[config.mk]
export PLATFORM = sky130hd
export DESIGN_NAME = psram_pwr_seq
export DESIGN_NICKNAME = d
export VERILOG_FILES = /design/src/rtl/psram_pwr_pkg.sv /design/src/rtl/psram_us_timer.sv /design/src/rtl/psram_init_reader.sv /design/src/rtl/psram_lost_flag.sv /design/src/rtl/psram_pwr_seq.sv
export SDC_FILE = /design/constraint.sdc
export NUM_CORES = 1
export LEC_CHECK = 0
export BUFFER_PORTS_ARGS = -buffer_cell sky130_fd_sc_hd__buf_2
export CORE_MARGIN = 3
export CORE_UTILIZATION = 41
export DETAILED_ROUTE_END_ITERATION = 8
export SYNTH_ARGS = -nofsm -noshare
export SYNTH_HDL_FRONTEND = slang
export SYNTH_HIERARCHICAL = 1
export SYNTH_SLANG_ARGS = --single-unit
export TNS_END_PERCENT = 20
[constraint.sdc]
create_clock -name clk -period 5.4 [get_ports clk]
set_input_delay 0.54 -clock clk [delete_from_list [all_inputs] [get_ports clk]]
set_output_delay 0.54 -clock clk [all_outputs]
set_load 0.01 [all_outputs]
[src/rtl/psram_pwr_pkg.sv]
package psram_pwr_pkg;

    typedef enum logic [2:0] {
        PS_SETTLE     = 3'd0,
        PS_DUMMY_RD   = 3'd1,
        PS_STANDBY    = 3'd2,
        PS_ACTIVE     = 3'd3,
        PS_DEEP_SLEEP = 3'd4,
        PS_WAKE_WAIT  = 3'd5
    } pwr_state_e;

    typedef struct packed {
        logic ce_n;
        logic oe_n;
        logic we_n;
        logic zz_n;
    } mem_pins_t;

    localparam mem_pins_t PINS_QUIET = '{ce_n: 1'b1, oe_n: 1'b1, we_n: 1'b1, zz_n: 1'b1};

    function automatic int unsigned ceil_div(input int unsigned num, input int unsigned den);
        return (num + den - 1) / den;
    endfunction

    function automatic logic owns_bus(input pwr_state_e s);
        return (s == PS_STANDBY) || (s == PS_ACTIVE);
    endfunction

endpackage

[src/rtl/psram_us_timer.sv]
module psram_us_timer #(
    parameter int unsigned LIMIT = 40000
) (
    input  logic clk,
    input  logic rst,
    input  logic run,
    output logic done
);
    localparam int unsigned CW = (LIMIT > 1) ? $clog2(LIMIT + 1) : 1;
    localparam logic [CW-1:0] LAST = CW'(LIMIT - 1);

    logic [CW-1:0] cnt;

    assign done = run && (cnt == LAST);

    always_ff @(posedge clk) begin
        if (rst || !run || done) begin
            cnt <= '0;
        end else begin
            cnt <= cnt + 1'b1;
        end
    end
endmodule

[src/rtl/psram_init_reader.sv]
module psram_init_reader #(
    parameter int unsigned RD_CYC = 14,
    parameter int unsigned NUM_RD = 2
) (
    input  logic clk,
    input  logic rst,
    input  logic run,
    output logic rd_active,
    output logic done
);
    localparam int unsigned PW = $clog2(RD_CYC + 1);
    localparam int unsigned NW = (NUM_RD > 1) ? $clog2(NUM_RD) : 1;
    localparam logic [PW-1:0] GAP_PHASE = PW'(RD_CYC);
    localparam logic [NW-1:0] LAST_RD   = NW'(NUM_RD - 1);

    logic [PW-1:0] phase;
    logic [NW-1:0] rd_cnt;
    logic          in_gap;

    assign in_gap    = (phase == GAP_PHASE);
    assign rd_active = run && !in_gap;
    assign done      = run && in_gap && (rd_cnt == LAST_RD);

    always_ff @(posedge clk) begin
        if (rst || !run) begin
            phase  <= '0;
            rd_cnt <= '0;
        end else if (in_gap) begin
            phase  <= '0;
            rd_cnt <= rd_cnt + 1'b1;
        end else begin
            phase  <= phase + 1'b1;
        end
    end
endmodule

[src/rtl/psram_lost_flag.sv]
module psram_lost_flag (
    input  logic clk,
    input  logic rst,
    input  logic set_i,
    input  logic clr_i,
    output logic flag_o
);
    always_ff @(posedge clk) begin
        if (rst) begin
            flag_o <= 1'b0;
        end else if (set_i) begin
            flag_o <= 1'b1;
        end else if (clr_i) begin
            flag_o <= 1'b0;
        end
    end
endmodule

[src/rtl/psram_pwr_seq.sv]
module psram_pwr_seq
    import psram_pwr_pkg::*;
#(
    parameter int unsigned CLK_PERIOD_NS = 5,
    parameter int unsigned WAIT_US       = 200,
    parameter int unsigned READ_NS       = 70,
    parameter int unsigned NUM_READS     = 2
) (
    input  logic       clk,
    input  logic       rst,
    input  logic       host_sleep_req,
    input  logic       host_wake_req,
    input  logic       host_lost_ack,
    input  logic       ctl_ce_n,
    input  logic       ctl_oe_n,
    input  logic       ctl_we_n,
    input  logic       bus_idle,
    output logic       mem_ce_n,
    output logic       mem_oe_n,
    output logic       mem_we_n,
    output logic       mem_zz_n,
    output logic       bus_stall,
    output logic       ready,
    output logic       data_lost,
    output logic [2:0] state_o
);
    localparam int unsigned WAIT_CYC = ceil_div(WAIT_US * 1000, CLK_PERIOD_NS);
    localparam int unsigned RD_CYC   = (ceil_div(READ_NS, CLK_PERIOD_NS) > 0) ?
                                       ceil_div(READ_NS, CLK_PERIOD_NS) : 1;

    pwr_state_e state, nxt;
    logic       sleep_pend;
    logic       zz_arm;
    logic       t_run, t_done;
    logic       r_run, r_active, r_done;
    logic       dpd_enter;
    mem_pins_t  pins;

    assign t_run = (state == PS_SETTLE) || (state == PS_WAKE_WAIT);
    assign r_run = (state == PS_DUMMY_RD);

    psram_us_timer #(.LIMIT(WAIT_CYC)) u_timer (
        .clk  (clk),
        .rst  (rst),
        .run  (t_run),
        .done (t_done)
    );

    psram_init_reader #(.RD_CYC(RD_CYC), .NUM_RD(NUM_READS)) u_reader (
        .clk       (clk),
        .rst       (rst),
        .run       (r_run),
        .rd_active (r_active),
        .done      (r_done)
    );

    always_comb begin
        nxt = state;
        unique case (state)
            PS_SETTLE:     if (t_done) nxt = PS_DUMMY_RD;
            PS_DUMMY_RD:   if (r_done) nxt = PS_STANDBY;
            PS_STANDBY: begin
                if (sleep_pend && bus_idle) nxt = PS_DEEP_SLEEP;
                else if (!ctl_ce_n)         nxt = PS_ACTIVE;
            end
            PS_ACTIVE:     if (ctl_ce_n && bus_idle) nxt = PS_STANDBY;
            PS_DEEP_SLEEP: if (host_wake_req) nxt = PS_WAKE_WAIT;
            PS_WAKE_WAIT:  if (t_done) nxt = PS_STANDBY;
            default:       nxt = PS_SETTLE;
        endcase
    end

    assign dpd_enter = (nxt == PS_DEEP_SLEEP) && (state != PS_DEEP_SLEEP);

    always_ff @(posedge clk) begin
        if (rst) begin
            state      <= PS_SETTLE;
            sleep_pend <= 1'b0;
            zz_arm     <= 1'b0;
        end else begin
            state  <= nxt;
            zz_arm <= (state == PS_DEEP_SLEEP) && (nxt == PS_DEEP_SLEEP);
            if (dpd_enter) begin
                sleep_pend <= 1'b0;
            end else if (host_sleep_req && (state != PS_DEEP_SLEEP) && (state != PS_WAKE_WAIT)) begin
                sleep_pend <= 1'b1;
            end
        end
    end

    psram_lost_flag u_lost (
        .clk    (clk),
        .rst    (rst),
        .set_i  (dpd_enter),
        .clr_i  (host_lost_ack),
        .flag_o (data_lost)
    );

    always_comb begin
        pins = PINS_QUIET;
        unique case (state)
            PS_DUMMY_RD: begin
                pins.ce_n = !r_active;
                pins.oe_n = !r_active;
            end
            PS_STANDBY, PS_ACTIVE: begin
                pins.ce_n = ctl_ce_n;
                pins.oe_n = ctl_oe_n;
                pins.we_n = ctl_we_n;
            end
            PS_DEEP_SLEEP: pins.zz_n = !zz_arm;
            default: pins = PINS_QUIET;
        endcase
    end

    assign mem_ce_n  = pins.ce_n;
    assign mem_oe_n  = pins.oe_n;
    assign mem_we_n  = pins.we_n;
    assign mem_zz_n  = pins.zz_n;
    assign ready     = owns_bus(state);
    assign bus_stall = !ready;
    assign state_o   = state;
endmodule

# Word level (Yosys, flattened, before mapping)
# Index checks and enable logic that the tools add are counted.
[totals] register_bits=27 input_bits=9 output_inout_bits=10 wordCells=59
[op_classes] add_sub_neg=3 n_eq_ne=10 mux=13 n_reduce_logical=26
[ops] cell="3-bit two-way mux" n=7
[ops] cell="3-bit one-hot mux with 6 select lines" n=1
[ops] cell="16-bit by 1-bit adder with 16-bit output (second input constant)" n=1
[ops] cell="16-bit equality test (second input constant)" n=1
[ops] cell="1-bit logical AND" n=10
[ops] cell="3-bit equality test (second input constant)" n=3
[ops] cell="3-bit by 2-bit equality test with 1-bit output (second input constant)" n=2
[ops] cell="1-bit logical NOT" n=6
[ops] cell="3-bit inequality test (second input constant)" n=2
[ops] cell="2-bit OR reduction" n=3
[ops] cell="1-bit logical OR" n=5
[ops] cell="4-bit by 1-bit adder with 4-bit output (second input constant)" n=1
[ops] cell="4-bit equality test (second input constant)" n=1
[ops] cell="1-bit two-way mux" n=4
[ops] cell="2-bit one-hot mux with 2 select lines" n=1
[ops] cell="3-bit by 1-bit equality test with 1-bit output (second input constant)" n=1
[ops] cell="3-bit logical NOT" n=1
[ops] cell="2-bit nonzero test" n=1
[ops] cell="1-bit adder (second input constant)" n=1

# Logic depth before layout (Yosys ltp)
# Gate-level depths: netlist (run 1).
[depth] ltp_word=8 ltp_mapped=10 ltp_nobuf=9

# Modules after synthesis
# Netlist (run 1), hierarchy kept.
[by_module_without_submodules] module="psram_us_timer" instances=1 cells_per_inst=83 area_per_inst_um2=765.7 seq_area_each_um2=320.3
[by_module_without_submodules] module="psram_pwr_seq" instances=1 cells_per_inst=45 area_per_inst_um2=382.9 seq_area_each_um2=100.1
[by_module_without_submodules] module="psram_init_reader" instances=1 cells_per_inst=22 area_per_inst_um2=220.2 seq_area_each_um2=100.1
[by_module_without_submodules] module="psram_lost_flag" instances=1 cells_per_inst=4 area_per_inst_um2=38.8 seq_area_each_um2=20.0

# Worst setup path after synthesis (run 1)
# Ideal clock, no wire load.
[synth_timing] path_type="register to register" start="reg state[2], in the netlist state_o[2]" end="reg state[0], in the netlist state_o[0]" setup_ps=114 t_arrival_ps=2095 t_required_ps=5286 path_slack_ps=3191 stages_incl_launch_ff=10 n_path_buf=1 synth_period_minus_slack_ps=2209 path_cell_list="dfxtp_1 -> buf_4 -> xor2_1 -> nor2_1 -> nor4b_2 -> nand2_1 -> nor4_1 -> o21ai_0 -> a221o_1 -> nor2b_2"
[synth_via] elab_chain_len=5 word_cells_on_any_way=14 cone_classes="eq/ne (5); mux (4); reduce/logical (5)"
[synth_rtl] item="start, declared" line_no="psram_pwr_seq.sv:31" source="pwr_state_e state, nxt;"
[synth_rtl] item="start signal, assigned" line_no="psram_pwr_seq.sv:81" source="state <= nxt;"
[synth_rtl] item="3-bit equality test / 3-bit logical NOT (equally long branches)" line_no="psram_pwr_seq.sv:39" source="assign t_run = (state == PS_SETTLE) || (state == PS_WAKE_WAIT);"
[synth_rtl] item="1-bit logical OR *" line_no="psram_pwr_seq.sv:39"
[synth_rtl] item="via t_run" line_no="psram_pwr_seq.sv:34" source="logic t_run, t_done;"
[synth_rtl] item="1-bit logical AND *" line_no="psram_us_timer.sv:14" source="assign done = run && (cnt == LAST);"
[synth_rtl] item="via t_done" line_no="psram_pwr_seq.sv:34"
[synth_rtl] item="3-bit two-way mux, on equally long branches" line_no="psram_pwr_seq.sv:68, psram_pwr_seq.sv:60"
[synth_rtl] item="3-bit one-hot mux with 6 select lines *" line_no="psram_pwr_seq.sv:59" source="unique case (state)"
# The timed path passes the listed nets; every way through them passes the cells marked *.
# A chain may end at the register's enable or synchronous reset.

# Final worst setup path (run 1)
[layout_timing] start="reg state[0], in the netlist state_o[0]" end="reg state[0], in the netlist state_o[0]"
# The elaborated chain is that of the path after synthesis.

==> results of run 1 <==
## metrics by stage
stage	power, uW	cell area [sq um]	hold slack [ps]	util, %	worst slack [ps]
after floorplan	218.4	1408	429.7	-	3191
after global placement	223.2	1518	442.3	48.13	2967
after detailed placement	223.8	1518	454.7	48.13	2745
after CTS	310.8	1545	462.4	49.01	2590
after global routing	320.9	1545	456.0	49.01	2365
final	303.5	1545	473.6	49.01	2626
## power groups by stage
| stage | clock network [uW] | logic [uW] | registers (uW) |
|---|---|---|---|
| floorplan | 0 | 10.2 | 208 |
| global placement | 0 | 14.6 | 209 |
| detailed placement | 0 | 15.2 | 209 |
| CTS | 91.2 | 15.2 | 204 |
| global route | 99.2 | 16.7 | 205 |
| finish | 84.4 | 14.8 | 204 |
## critical path, cell delays in order, from the launching register on
cell and delay (ps):
dfxtp_1 690, xor2_1 120, nor2_1 150, nor4b_2 220
nand2_1 150, nor4_1 620, o21ai_0 170, a221o_1 400
nor2b_2 150
## worst max-delay path by stage
stage / end / depth (start not counted)
finish: state_o[0]$_SDFF_PP0_ / 8
global route: mem_oe_n / 6
CTS: mem_ce_n / 6
detailed placement: state_o[0]$_SDFF_PP0_ / 8
global placement: state_o[0]$_SDFF_PP0_ / 8
floorplan: state_o[0]$_SDFF_PP0_ / 9
## cell usage after synthesis
cell	number
a21oi_2	1
nor3_1	5
buf_4	1
nand2_1	7
buf_6	2
clkinv_1	1
and2b_4	1
or2_2	1
xnor2_1	13
nor2b_2	1
buf_2	1
nor2b_1	2
o41ai_4	1
o21ai_0	2
nand4_1	4
nand2b_4	1
inv_1	8
nand2b_1	5
nor2_1	19
a31o_2	1
nand3_1	7
nor4_2	1
nor2_2	11
nor4_1	5
a221o_1	1
a21o_1	2
nand3b_1	2
dfxtp_1	27
a21oi_1	5
o2bb2ai_1	1
and2_2	1
nor4b_2	2
nor3_2	1
a2111oi_4	1
nand3_2	1
nor3b_1	1
ha_1	3
nor3b_2	1
xor2_1	4
## sequential cells by signal, summed over array words and instances, names as in the netlist
signal and cells:
state_o 3, u_lost/flag_o 1, zz_arm 1, u_reader/rd_cnt 1, u_timer/cnt 16, sleep_pend 1
u_reader/phase 4
## area by class of cell
type                    instances  area (sq um)  share of cell area, %
multi-input cells             114         798.3                  51.66
repair buffers                 18         90.09                  5.830
flip-flops and latches         27         540.5                  34.98
inverters                       9         33.78                  2.186
well taps                      44         55.05                  3.563
clock inverters                 1         5.005                 0.3239
clock buffers                   3         22.52                  1.457
## cell families (layout without fill, tap and decap cells)
kind of cell | Yosys count | in the layout | share of synthesized area (%)
AOI/OAI and AO/OA | 15 | 15 | 10.04
xor gates and xnor gates | 17 | 17 | 10.58
adders and majority gates | 3 | 3 | 2.667
buffers and inverters | 13 | 31 | 4.888
DFF | 27 | 27 | 38.40
and+or+nand+nor | 79 | 79 | 33.42
## routing by layer
| metal | global-route usage (%) | vias up | share of wire, % |
|---|---|---|---|
| li1 | - | 557 | - |
| met1 | 16.76 | 481 | 49 |
| met2 | 22.16 | 6 | 49 |
| met3 | 3.813 | 2 | 1.9 |
| met4 | 3.166 | 0 | 0.72 |
| met5 | 0 | - | 0 |
==> out/qor.csv, run 1 <==
metric;value;unit
Cell Int Power;236.5;uW
switching fraction of total power;22.09;%
TNS Setup;0;ps
WP data arrival;3000;ps
die height;64.60;um
H-Tree Depth;1;
commonest cells after routing, fill and taps aside;dfxtp_1 (27), nor2_1 (19), buf_2 (18);
worst vdd ir;0.1135;mV
vias in the first global route;972;
# clock sinks;27;
Worst-Margin Slew;1111;ps
Hold Buf Count CTS;0;
post-CTS setup buffer count;0;
filler cell count;323;
Combinational Power Share;4.9;%
Static Leak;0.0005178;uW
Hold Path Cell Cnt;3;
largest area contributor in the netlist;dfxtp_1;
initial antenna violation count;0;
Hold Crit Class;primary input to register;
commonest non-fill, non-tap cell in the layout;dfxtp_1;
largest net degree at the start of global routing;17;
Syn Nets;166;
fin nets;185;
CTS tree;built;
Clock power frac;27.8;%
placed wire-length estimate;1.890;mm
RSZ-0062 raised after global routing;no;
Initial Utilization;44.64;%
PostCTS Resize Cnt;0;
Max Slew Vio Count;0;
grt total ovfl;0;
first-pass GRT wire length;4.505;mm
Cell variety after synth;39;
max-cap viol count;0;
ANT cells;0;
register area share after synthesis;38.40;%
Critical Path Fanout Max;13;
Seq pwr share;67.3;%
Critical Path RT;5620;ps
CP Launch Point;state_o[0]$_SDFF_PP0_;
vias per cell;4.843;
Core Area;3153;sq um
CP startpoint kind;register;
via count;1046;
Max Freq;360.4;MHz
CTS Buffer Depth;2;
post-route antenna net violation count;0;
Worst R2R Path Depth;8;
Synth top area share;38.40;%
crit path kind;register to register;
routability cong.;0.7924;
Inst Count DP;212;
register-to-register path setup slack;2630;ps
drt total wl;2.502;mm
Synth Register Bits;27;
average footprint of a synthesized cell;9.140;sq um
Clock transition at path regs;140;ps
period utilization;51.38;%
DR WL/cell;11.58;um
Mapped Cells;154;
root buf cell;clkbuf_4;
CTS Buf Count;3;
Switch Pwr;67.06;uW
final hold viol count;0;
Synth area leaders;dfxtp_1 (38%), xnor2_1 (8.1%), nor2_1 (5.1%);
Slew HR;25.70;%
# setup viols final;0;
Setup crit end kind;register;
layout cell share with drive strength beyond 1;27.91;%
Hold EP;u_lost/flag_o$_SDFFE_PP0P_;
PD cells;196.4;nW/um^2
Port Buf Inserts;18;
Die ar.;4173;sq um
Syn-to-layout area delta;9.778;%
start of the worst register-to-register path;state_o[0]$_SDFF_PP0_;
Top Ports;19;
GRT Total Usage;13.24;%
Clock Skews;5.237;ps
row count;20;
clk_lat worst skew;320;ps
Hold Startpoint;host_lost_ack;
DR pass1 iterations;3;
Tmin final;2774;ps
outcome;finished clean;
Die Span X;64.60;um
Ys Warns;6;
worst r2r dst;state_o[0]$_SDFF_PP0_;
Initial DRC Count;31;
Layout Cells excl Fill;216;
Cell Area, Synth;1408;sq um
drc violations;0;
(Power assumes the default switching activity.)
==> run 2, diff against run 1 <==
==> constraint.sdc (replaced) <==
create_clock -name clk -period 2.3 [get_ports clk]
set_input_delay 0.23 -clock clk [delete_from_list [all_inputs] [get_ports clk]]
set_output_delay 0.23 -clock clk [all_outputs]
set_load 0.01 [all_outputs]
==> out/qor.csv, run 2 (synthesis results as in run 1) <==
metric;value;unit
drt total wl;2.637;mm
Cell Int Power;557.5;uW
hold slack;155.2;ps
Initial Utilization;44.64;%
Top Ports;19;
Hold Crit Class;primary input to register;
area of the multi-input gates;815.8;sq um
Core Area;3153;sq um
outcome;finished clean;
Tmin final;2068;ps
Max Slew Vio Count;0;
Initial DRC Count;37;
ANT cells;0;
CTS Buf Count;3;
CP startpoint kind;register;
placed wire-length estimate;2.020;mm
drc violations;0;
post-CTS setup buffer count;0;
fin nets;191;
via count;1104;
routability cong.;0.8186;
Seq pwr share;66.4;%
worst-path cell chain;buf_4, clkinvlp_4, nor3_4, and2_2, nand3b_1, a21o_1, buf_2;
DR WL/cell;11.88;um
TNS Setup;0;ps
Die Span X;64.60;um
final hold viol count;0;
clk_lat worst skew;320;ps
post-route antenna net violation count;0;
CTS Buffer Depth;2;
DR pass1 iterations;6;
register area;540.5;sq um
Slew HR;74.78;%
row count;20;
worst vdd ir;0.2924;mV
Combinational Power Share;5.2;%
filler cell count;309;
root buf cell;clkbuf_4;
Layout Cells excl Fill;222;
CP max stage delay;380;ps
Die ar.;4173;sq um
switching fraction of total power;22.91;%
CTS tree;built;
Port Buf Inserts;18;
period utilization;89.91;%
Inst Count DP;218;
CP max stage cell;dfxtp_1;
layout cell share with drive strength beyond 1;32.02;%
grt total ovfl;0;
commonest non-fill, non-tap cell in the layout;dfxtp_1;
PD cells;448.7;nW/um^2
GRT Total Usage;13.52;%
Top reg by flops;u_timer/cnt;
Setup crit end kind;output port;
Hold Buf Count CTS;0;
WP data arrival;1840;ps
initial antenna violation count;0;
final worst slack;232.1;ps
pre-CTS WS;186.4;ps
PostCTS Resize Cnt;0;
Clock Skews;3.777;ps
Worst-Margin Slew;377.2;ps
die height;64.60;um
first-pass GRT wire length;4.602;mm
Critical Path RT;2070;ps
vias per cell;4.973;
Max Freq;483.6;MHz
RSZ-0062 raised after global routing;no;
Clock power frac;28.5;%
largest net degree at the start of global routing;16;
Critical Path Fanout Max;12;
max-cap viol count;0;
Largest register FFs;16;
# clock sinks;27;
Switch Pwr;165.7;uW
crit path kind;register to output port;
Static Leak;0.0005504;uW
H-Tree Depth;1;
Syn-to-layout area delta;14.49;%
Clock transition at path regs;150;ps
vias in the first global route;1098;
# setup viols final;0;
commonest cells after routing, fill and taps aside;dfxtp_1 (27), nor2_1 (19), buf_2 (18);
==> run 2: power by group through the flow <==
stage,sequential (uW),combinational [uW],clock [uW]
CTS,480,37.6,217
global placement,490,37.2,0
detailed placement,490,37.3,0
global route,481,42.0,237
finish,480,37.3,206
floorplan,489,24.0,0
==> run 2: final timing paths <==
path | from | endpoint | slack (ps) | depth (start not counted)
max | state_o[0]$_SDFF_PP0_ | mem_oe_n | 230 | 7
min | host_lost_ack | u_lost/flag_o$_SDFFE_PP0P_ | 160 | 3
max reg2reg | state_o[2]$_SDFF_PP0_ | state_o[0]$_SDFF_PP0_ | 270 | 10
min reg2reg | u_reader/phase[0]$_SDFF_PP0_ | u_reader/phase[0]$_SDFF_PP0_ | 490 | 1
==> run 2: stage by stage <==
stage | total power, uW | area [sq um] | util (%)
2_1_floorplan | 512.7 | 1408 | -
3_3_place_gp | 526.8 | 1563 | 49.56
3_5_place_dp | 527.3 | 1563 | 49.56
4_1_cts | 735.0 | 1590 | 50.44
5_1_grt | 759.9 | 1612 | 51.11
6_report | 723.1 | 1612 | 51.11
==> run 2: final cells by class <==
cell class | count | area share, %
flip-flops and latches | 27 | 33.54
clock buffers | 3 | 1.398
inverters | 9 | 2.329
repair buffers | 24 | 8.385
well taps | 44 | 3.416
multi-input cells | 114 | 50.62
clock inverters | 1 | 0.3106
==> run 2: critical path: cells and delay by family, from the launching register on <==
kind | cells | cell delay, ps
buf+inv | 3 | 510
flops | 1 | 380
simple gates | 3 | 470
compound gates | 1 | 160
==> run 2: routing by layer <==
metal  global-route usage (%)  up-vias  wire length [um]
met2                    23.84       20              1340
met3                    2.600        2                69
met5                        0        -                 0
met4                    4.749        0                15
li1                         -      570                 -
met1                    16.31      512              1212
